$ cat config.mk
export PLATFORM = sky130hd
export DESIGN_NAME = spare_meta_ecc_gen
export DESIGN_NICKNAME = d
export VERILOG_FILES = /design/src/rtl/spare_ecc_pkg.sv /design/src/rtl/sec_group_xor.sv /design/src/rtl/sec_mask_parity.sv /design/src/rtl/spare_meta_ecc_gen.sv
export SDC_FILE = /design/constraint.sdc
export NUM_CORES = 1
export LEC_CHECK = 0
export ABC_CLOCK_PERIOD_IN_PS = 1500
export BUFFER_PORTS_ARGS = -buffer_cell sky130_fd_sc_hd__buf_4
export CAP_MARGIN = 25
export CORE_MARGIN = 2
export CORE_UTILIZATION = 53
export DETAILED_ROUTE_END_ITERATION = 8
export GPL_ROUTABILITY_DRIVEN = 0
export PLACE_DENSITY = 0.93
export SETUP_SLACK_MARGIN = 0.4
export SYNTH_ARGS = -nofsm -noshare
export SYNTH_HDL_FRONTEND = slang
export SYNTH_HIERARCHICAL = 1
export SYNTH_SLANG_ARGS = --single-unit
$ cat constraint.sdc
create_clock -name clk -period 1.5 [get_ports clk]
set_input_delay 0.075 -clock clk [delete_from_list [all_inputs] [get_ports clk]]
set_output_delay 0.075 -clock clk [all_outputs]
set_load 0.01 [all_outputs]
$ cat src/rtl/spare_ecc_pkg.sv
package spare_ecc_pkg;

  localparam int DEF_LOG_BYTES = 3;
  localparam int DEF_LOG_BITS  = 3;
  localparam int DEF_FIELD_W   = 16;

  // mask of bit positions b (< bw) whose index bit j equals pol
  function automatic logic [31:0] pos_mask(input int bw, input int j, input logic pol);
    logic [31:0] m;
    m = '0;
    for (int b = 0; b < bw; b++) begin
      if ((((b >> j) & 1) == 1) == pol) m[b] = 1'b1;
    end
    return m;
  endfunction

  // true when byte index k has bit j equal to pol
  function automatic logic idx_sel(input int k, input int j, input logic pol);
    return ((((k >> j) & 1) == 1) == pol);
  endfunction

endpackage

$ cat src/rtl/sec_group_xor.sv
module sec_group_xor #(
  parameter int LOG_BYTES = spare_ecc_pkg::DEF_LOG_BYTES,
  parameter int BYTE_W    = 8
) (
  input  logic [(BYTE_W << LOG_BYTES)-1:0] bytes_i,
  output logic [LOG_BYTES*BYTE_W-1:0]      grp_lo_o,
  output logic [LOG_BYTES*BYTE_W-1:0]      grp_hi_o,
  output logic [BYTE_W-1:0]                all_o
);
  localparam int NUM_BYTES = 1 << LOG_BYTES;

  always_comb begin
    all_o = '0;
    for (int k = 0; k < NUM_BYTES; k++) all_o ^= bytes_i[k*BYTE_W +: BYTE_W];
  end

  for (genvar j = 0; j < LOG_BYTES; j++) begin : g_grp
    logic [BYTE_W-1:0] acc_lo;
    logic [BYTE_W-1:0] acc_hi;
    always_comb begin
      acc_lo = '0;
      acc_hi = '0;
      for (int k = 0; k < NUM_BYTES; k++) begin
        if (spare_ecc_pkg::idx_sel(k, j, 1'b1)) acc_hi ^= bytes_i[k*BYTE_W +: BYTE_W];
        else                                    acc_lo ^= bytes_i[k*BYTE_W +: BYTE_W];
      end
    end
    assign grp_lo_o[j*BYTE_W +: BYTE_W] = acc_lo;
    assign grp_hi_o[j*BYTE_W +: BYTE_W] = acc_hi;
  end
endmodule

$ cat src/rtl/sec_mask_parity.sv
module sec_mask_parity #(
  parameter int LOG_BITS = spare_ecc_pkg::DEF_LOG_BITS,
  parameter int BYTE_W   = 1 << LOG_BITS
) (
  input  logic [BYTE_W-1:0]   word_i,
  output logic [LOG_BITS-1:0] par_lo_o,
  output logic [LOG_BITS-1:0] par_hi_o
);
  for (genvar j = 0; j < LOG_BITS; j++) begin : g_par
    localparam logic [31:0] M_HI = spare_ecc_pkg::pos_mask(BYTE_W, j, 1'b1);
    localparam logic [31:0] M_LO = spare_ecc_pkg::pos_mask(BYTE_W, j, 1'b0);
    assign par_hi_o[j] = ^(word_i & M_HI[BYTE_W-1:0]);
    assign par_lo_o[j] = ^(word_i & M_LO[BYTE_W-1:0]);
  end
endmodule

$ cat src/rtl/spare_meta_ecc_gen.sv
module spare_meta_ecc_gen #(
  parameter int LOG_BYTES = spare_ecc_pkg::DEF_LOG_BYTES,
  parameter int LOG_BITS  = spare_ecc_pkg::DEF_LOG_BITS,
  parameter int FIELD_W   = spare_ecc_pkg::DEF_FIELD_W,
  localparam int BYTE_W   = 1 << LOG_BITS,
  localparam int IN_W     = BYTE_W << LOG_BYTES
) (
  input  logic               clk,
  input  logic               rst_n,
  input  logic               in_vld,
  input  logic [IN_W-1:0]    in_bytes,
  output logic               out_vld,
  output logic [FIELD_W-1:0] out_code
);
  localparam int CODE_W = 2 * (LOG_BYTES + LOG_BITS);
  localparam int PAD_W  = FIELD_W - CODE_W;
  localparam logic [FIELD_W-1:0] RST_FIELD = {{PAD_W{1'b1}}, {CODE_W{1'b0}}};

  logic                        load_evt;
  logic [LOG_BYTES*BYTE_W-1:0] grp_lo, grp_hi;
  logic [BYTE_W-1:0]           all_x;
  logic [LOG_BITS-1:0]         par_lo, par_hi;
  logic [LOG_BYTES-1:0]        idx_lo, idx_hi;
  logic [FIELD_W-1:0]          code_nxt;

  assign load_evt = in_vld;

  sec_group_xor #(.LOG_BYTES(LOG_BYTES), .BYTE_W(BYTE_W)) u_grp (
    .bytes_i  (in_bytes),
    .grp_lo_o (grp_lo),
    .grp_hi_o (grp_hi),
    .all_o    (all_x)
  );

  sec_mask_parity #(.LOG_BITS(LOG_BITS), .BYTE_W(BYTE_W)) u_par (
    .word_i   (all_x),
    .par_lo_o (par_lo),
    .par_hi_o (par_hi)
  );

  for (genvar j = 0; j < LOG_BYTES; j++) begin : g_idx
    assign idx_lo[j] = ^grp_lo[j*BYTE_W +: BYTE_W];
    assign idx_hi[j] = ^grp_hi[j*BYTE_W +: BYTE_W];
  end

  // layout: position-low | index-low | position-high | index-high | pad
  assign code_nxt = {{PAD_W{1'b1}}, idx_hi, par_hi, idx_lo, par_lo};

  always_ff @(posedge clk or negedge rst_n) begin
    if (!rst_n) begin
      out_vld  <= 1'b0;
      out_code <= RST_FIELD;
    end else begin
      out_vld <= load_evt;
      if (load_evt) out_code <= code_nxt;
    end
  end
endmodule

==> results by stage, run 1 <==
Placed design:
- The total of buffers placed on input and output ports is 79.

Synthesis:
- After synthesis the cells add up to around 2000 um^2.
- The most repeated cell in the gate-level netlist after synthesis is sky130_fd_sc_hd__xnor2_1.
- In the post-synthesis netlist, the biggest area contributors are sky130_fd_sc_hd__xnor2_1, sky130_fd_sc_hd__xor2_1, sky130_fd_sc_hd__dfrtp_1.
- The predominant post-synthesis flop cell is sky130_fd_sc_hd__dfrtp_1.
- Counting flops and latches in the post-synthesis netlist gives 13.
- In this run the mean area of a mapped cell was 9.489 um^2.
- The number of enable flip-flop cells after synthesis is 0.
- The synthesized instance count is 214.
- The biggest area contributor in the post-synthesis netlist is sky130_fd_sc_hd__xnor2_1.
- The number of warnings reported in the yosys synthesis log is 6.
- The commonest cells after synthesis are sky130_fd_sc_hd__xnor2_1, sky130_fd_sc_hd__xor2_1, sky130_fd_sc_hd__dfrtp_1.
- The share of synthesized area in the top cell type comes to 52.62%.
- In this run, distinct cell masters in the synthesized netlist total 9.
- The sequential share of the synthesized area is 16.02%.
- The fraction of registers with async set or reset after synthesis is 100.0%.

Die:
- The number of placed I/O pins is 84.
- The die boundary height is around 66 um.
- The floorplan has 22 rows.
- Once the floorplan was initialized, standard cells occupied 55.47% of the core.
- From left edge to right edge, the die measures 65.90 um.

Outcome:
- The run stopped with a tool error.
- It got as far as detailed placement and failed there.
- The first error in the log reads "[ERROR DPL-0038] Utilization greater than 100%, impossible to legalize".
[logic make-up after synthesis]
| kind of cell | after synthesis | share of synthesized area, % |
|---|---|---|
| AO/OA/AOI/OAI | 6 | 1.479 |
| XOR/XNOR | 176 | 75.91 |
| buffers and inverters | 6 | 1.972 |
| flip-flops | 13 | 16.02 |
| multiplexers | 6 | 3.327 |
| other | 1 | 0.1847 |
| AND/OR/NAND/NOR | 6 | 1.109 |
[stage by stage]
| stage | instance area [um^2] | TNS [ns] | setup WS, ns | cells |
|---|---|---|---|---|
| after global placement | 3991 | -0.5652 | -0.1469 | 421 |
| after floorplan | 2755 | 0 | 0.1261 | 217 |
==> inputs of run 2 (changes only) <==
CORE_UTILIZATION = 40   (was 53)
PLACE_DENSITY = not set   (was 0.93)
PLACE_DENSITY_LB_ADDON = 0.15   (was not set)
SETUP_SLACK_MARGIN = not set   (was 0.4)
==> run 2 against run 1 <==
Net effect: the flow now finishes without violations; area after synthesis stayed put; synthesized cell count unchanged.
==> results by stage, run 2 <==
Setup path:
- At the worst endpoint, the arrival time is around 1.6 ns.
- STA classifies the critical path startpoint as an input port.
- The category of the worst setup path capture point is a flop.
- Of all nets on the critical path, the largest fanout is 2.
- The critical path is of the input port to flop type.
- The endpoint required time on the critical path is 1.62 ns.

Synthesis:
- In this run, synthesis inferred 0 flip-flops with an integrated enable.
- The sequential share of the synthesized area is 16.02%.
- The post-synth design cell area is around 2000 um^2.
- The cell type with the highest aggregate area in the netlist is sky130_fd_sc_hd__xnor2_1.
- The synthesized instance count is 214.
- Among all flip-flop cells after synthesis, the most frequent one is sky130_fd_sc_hd__dfrtp_1.
- Sorting the synthesized cells by area gives the leading types as sky130_fd_sc_hd__xnor2_1, sky130_fd_sc_hd__xor2_1, sky130_fd_sc_hd__dfrtp_1.
- Among all cell types in the netlist, the one instantiated most often is sky130_fd_sc_hd__xnor2_1.
- In this run the biggest area consumer among cell types represents 52.62% of the synthesized area.
- The average instance in the mapped netlist occupies 9.489 um^2.
- The fraction of registers with async set or reset after synthesis is 100.0%.
- The number of warnings reported in the yosys synthesis log is 6.
- By count the netlist is led by sky130_fd_sc_hd__xnor2_1, sky130_fd_sc_hd__xor2_1, sky130_fd_sc_hd__dfrtp_1.
- Synthesis inferred 13 register bits.
- After synthesis, the netlist uses 9 different library cells.

Placed design:
- The total of buffers placed on input and output ports is 79.
- Before CTS, the worst setup slack after placement is -0.2686 ns.
- The post-placement cell count is approximately 440.
- Once placement finished, the instance area stood at 3309 um^2.
- The HPWL after detailed placement is 4072 um.

Routing:
- After detailed routing, the average wire length per cell comes to 10.20 um.
- The remaining antenna violation count is 0.
- The initial detailed-routing violation count is 16.
- Detailed routing inserted a total of 1,851 vias.
- For this run, the detailed router's first-pass iteration total came to 4.
- The per-cell via count in the routed design is 4.122.
- The number of remaining DRC errors is 0.
- Wires add up to between 4000 and 5000 um.

Cells and area:
- The synthesis-to-layout area growth is 71.97%.
- The library cells used most frequently in the layout, excluding fill and tap cells, are sky130_fd_sc_hd__buf_4, sky130_fd_sc_hd__xnor2_1, sky130_fd_sc_hd__xor2_1.
- The final instance count without filler cells is around 450.
- The share of layout cells above drive strength 1 is 49.48%.
- The total of fill cells in the finished design is 407.
- Counting flops per register, the top entry is out_code.
- The number of antenna repair diodes is 0.
- Summing all non-filler instances in the final layout gives an area of 3492 um^2.
- In the final layout, the registers with the most flip-flops are out_code: 12 flops, out_vld: 1 flops.
- The most common library cell in the layout ignoring fill and taps is sky130_fd_sc_hd__buf_4.
- The flip-flop count of the largest register, all copies and words added is 12.
- At the end of the flow, the number of nets in the layout was 450.

Timing:
- Derived from the worst setup path, the maximum achievable clock frequency is around 0.70 GHz.
- The worst path in the final design needs a cycle of ~1.4 ns, including I/O delays and setup.
- The final number of setup-violating endpoints is 0.
- The share of the clock period used by the worst path is 95.20%.
- The final number of hold-violating endpoints is 0.
- The final setup skew is 0 ns.
- The final worst-path setup slack is 0.07203 ns.
- The count of pins over their slew limit was 0.

Die:
- In this run the standard cell core region covers 4817 um^2.
- The die is 75.25 um wide.
- The die is 75.25 um tall.
- The effective utilization at floorplan is 42.16%.
- The die covers 5663 um^2.
- The number of placed I/O pins is 84.
- The row count is 25.

Outcome:
- The flow ran to the end, and the final reports show no timing, DRC or antenna violations.

Pwr:
- IR analysis of the VDD net gives a maximum drop of 0.0006523 V.
- The part of the power in combinational logic is between 70% and 80%.
- The power per cell area is 1169 nW/um^2.
- The share of total power dissipated in the clock network is 7.3%.
- The internal portion of the total power is 0.002537 W.
- In this run the static leakage power is 1.565 nW.
- The net switching share of the total power is 37.85%.
- In this run, flip-flops and latches consume 15.3% of the power.
- In this run the power spent charging and discharging nets is 0.001545 W.

Global route:
- The number of antenna violations at the first check in global routing came to 0.
- The number of global-route vias before repair came to around 1,900.
- The first-pass GRT wire length is 7521 um.
- The total track usage is 16.58%.
- The pin count of the biggest net entering global routing is 20.
- Summed over all layers, the global routing overflow is 0.

Clock tree:
- The number of H-tree branching levels is 1.
- Clock tree synthesis inserted a total of 3 buffers.
- The clock reaches the later pin of the worst-skew pair after roughly 0.24 ns.
- The CTS tree is yes.
- CTS saw 13 sinks.
- Clock-pin slew was measured on the worst setup and hold paths at ~0.050 ns.
- The cell at the root of the clock tree is sky130_fd_sc_hd__clkbuf_8.
- The number of buffers on the longest clock path is 2.

Hold path:
- The worst hold path belongs to the class input port to flop.

Run:
- The tool flagged a number of max-cap violations equal to 0.
-- run 2: cell type report --
cell class / count / area, um^2 / share of cell area (%)
clock buffer: 4 / 45.04 / 1.290
multi-input combinational: 198 / 1782 / 51.02
sequential: 13 / 325.3 / 9.316
tap: 67 / 83.83 / 2.401
timing repair buffer: 167 / 1256 / 35.97
-- run 2: path summary, 6_finish.rpt --
| kind | endpoint | cells past startpoint | from | slack (ns) |
|---|---|---|---|---|
| worst min register to register | out_code[8]$_DFFE_PN0P_ | 1 | out_code[8]$_DFFE_PN0P_ | 0.51 |
| worst min-delay path | out_vld$_DFF_PN0_ | 1 | in_vld | 0.08 |
| max in group asynchronous | out_code[9]$_DFFE_PN0P_ | 2 | rst_n | 1.11 |
| worst max register to register | out_code[7]$_DFFE_PN0P_ | 1 | out_code[7]$_DFFE_PN0P_ | 0.74 |
| min in group asynchronous | out_code[7]$_DFFE_PN0P_ | 2 | rst_n | 0.23 |
| worst max-delay path | out_code[0]$_DFFE_PN0P_ | 8 | in_bytes[4] | 0.07 |
-- run 2: metal layers --
metal / global-route usage [%] / vias to the layer above / routed length (um)
li1: - / 980 / -
met3: 0.9371 / 2 / 236
met2: 29.92 / 57 / 2320
met1: 22.09 / 812 / 2015
met5: 0 / - / 0
met4: 2.924 / 0 / 8
-- run 2: critical path: stages --
cell and delay (ns):
sky130_fd_sc_hd__buf_4 0.12, sky130_fd_sc_hd__xnor2_1 0.27, sky130_fd_sc_hd__xnor2_2 0.20, sky130_fd_sc_hd__xor2_2 0.27, sky130_fd_sc_hd__buf_4 0.16, sky130_fd_sc_hd__xnor2_1 0.12, sky130_fd_sc_hd__xnor2_1 0.09, sky130_fd_sc_hd__mux2_2 0.26
-- run 2: timing repair --
action | in CTS | in global routing
hold buffers | 1 | 0
hold endpoints to repair | 13 | 0
buffers inserted | 0 | 3
resized for setup | 2 | 12
pin swaps | 6 | 12
setup endpoints to repair | 2 | 6
-- run 2: cell families after synthesis --
| logic type | share of synthesized area [%] |
|---|---|
| other cells | 0.1847 |
| xor+xnor | 75.91 |
| compound gates | 1.479 |
| simple gates | 1.109 |
| flops | 16.02 |
| buf+inv | 1.972 |
| mux | 3.327 |
-- run 2: stage by stage --
step | power, W | hold WS [ns] | setup TNS, ns | utilization, %
floorplan | 0.002609 | -0.2206 | 0 | -
CTS | 0.004029 | 0.08242 | 0 | 70.16
detailed placement | 0.003697 | -0.07696 | -1.516 | 68.70
global placement | 0.003654 | -0.07656 | -1.355 | 68.70
finish | 0.004082 | 0.08386 | 0 | 72.49
global route | 0.004426 | 0.08130 | -0.01780 | 72.49
-- run 2: power groups by stage --
stage               registers (W)  logic [W]  clock network (W)
CTS                      0.000623    0.00310           0.000304
finish                   0.000623    0.00316           0.000298
global route             0.000641    0.00346           0.000324
floorplan                0.000699    0.00191                  0
detailed placement       0.000629    0.00307                  0
global placement         0.000628    0.00303                  0
Note: power is estimated with default switching activity, not from simulation.
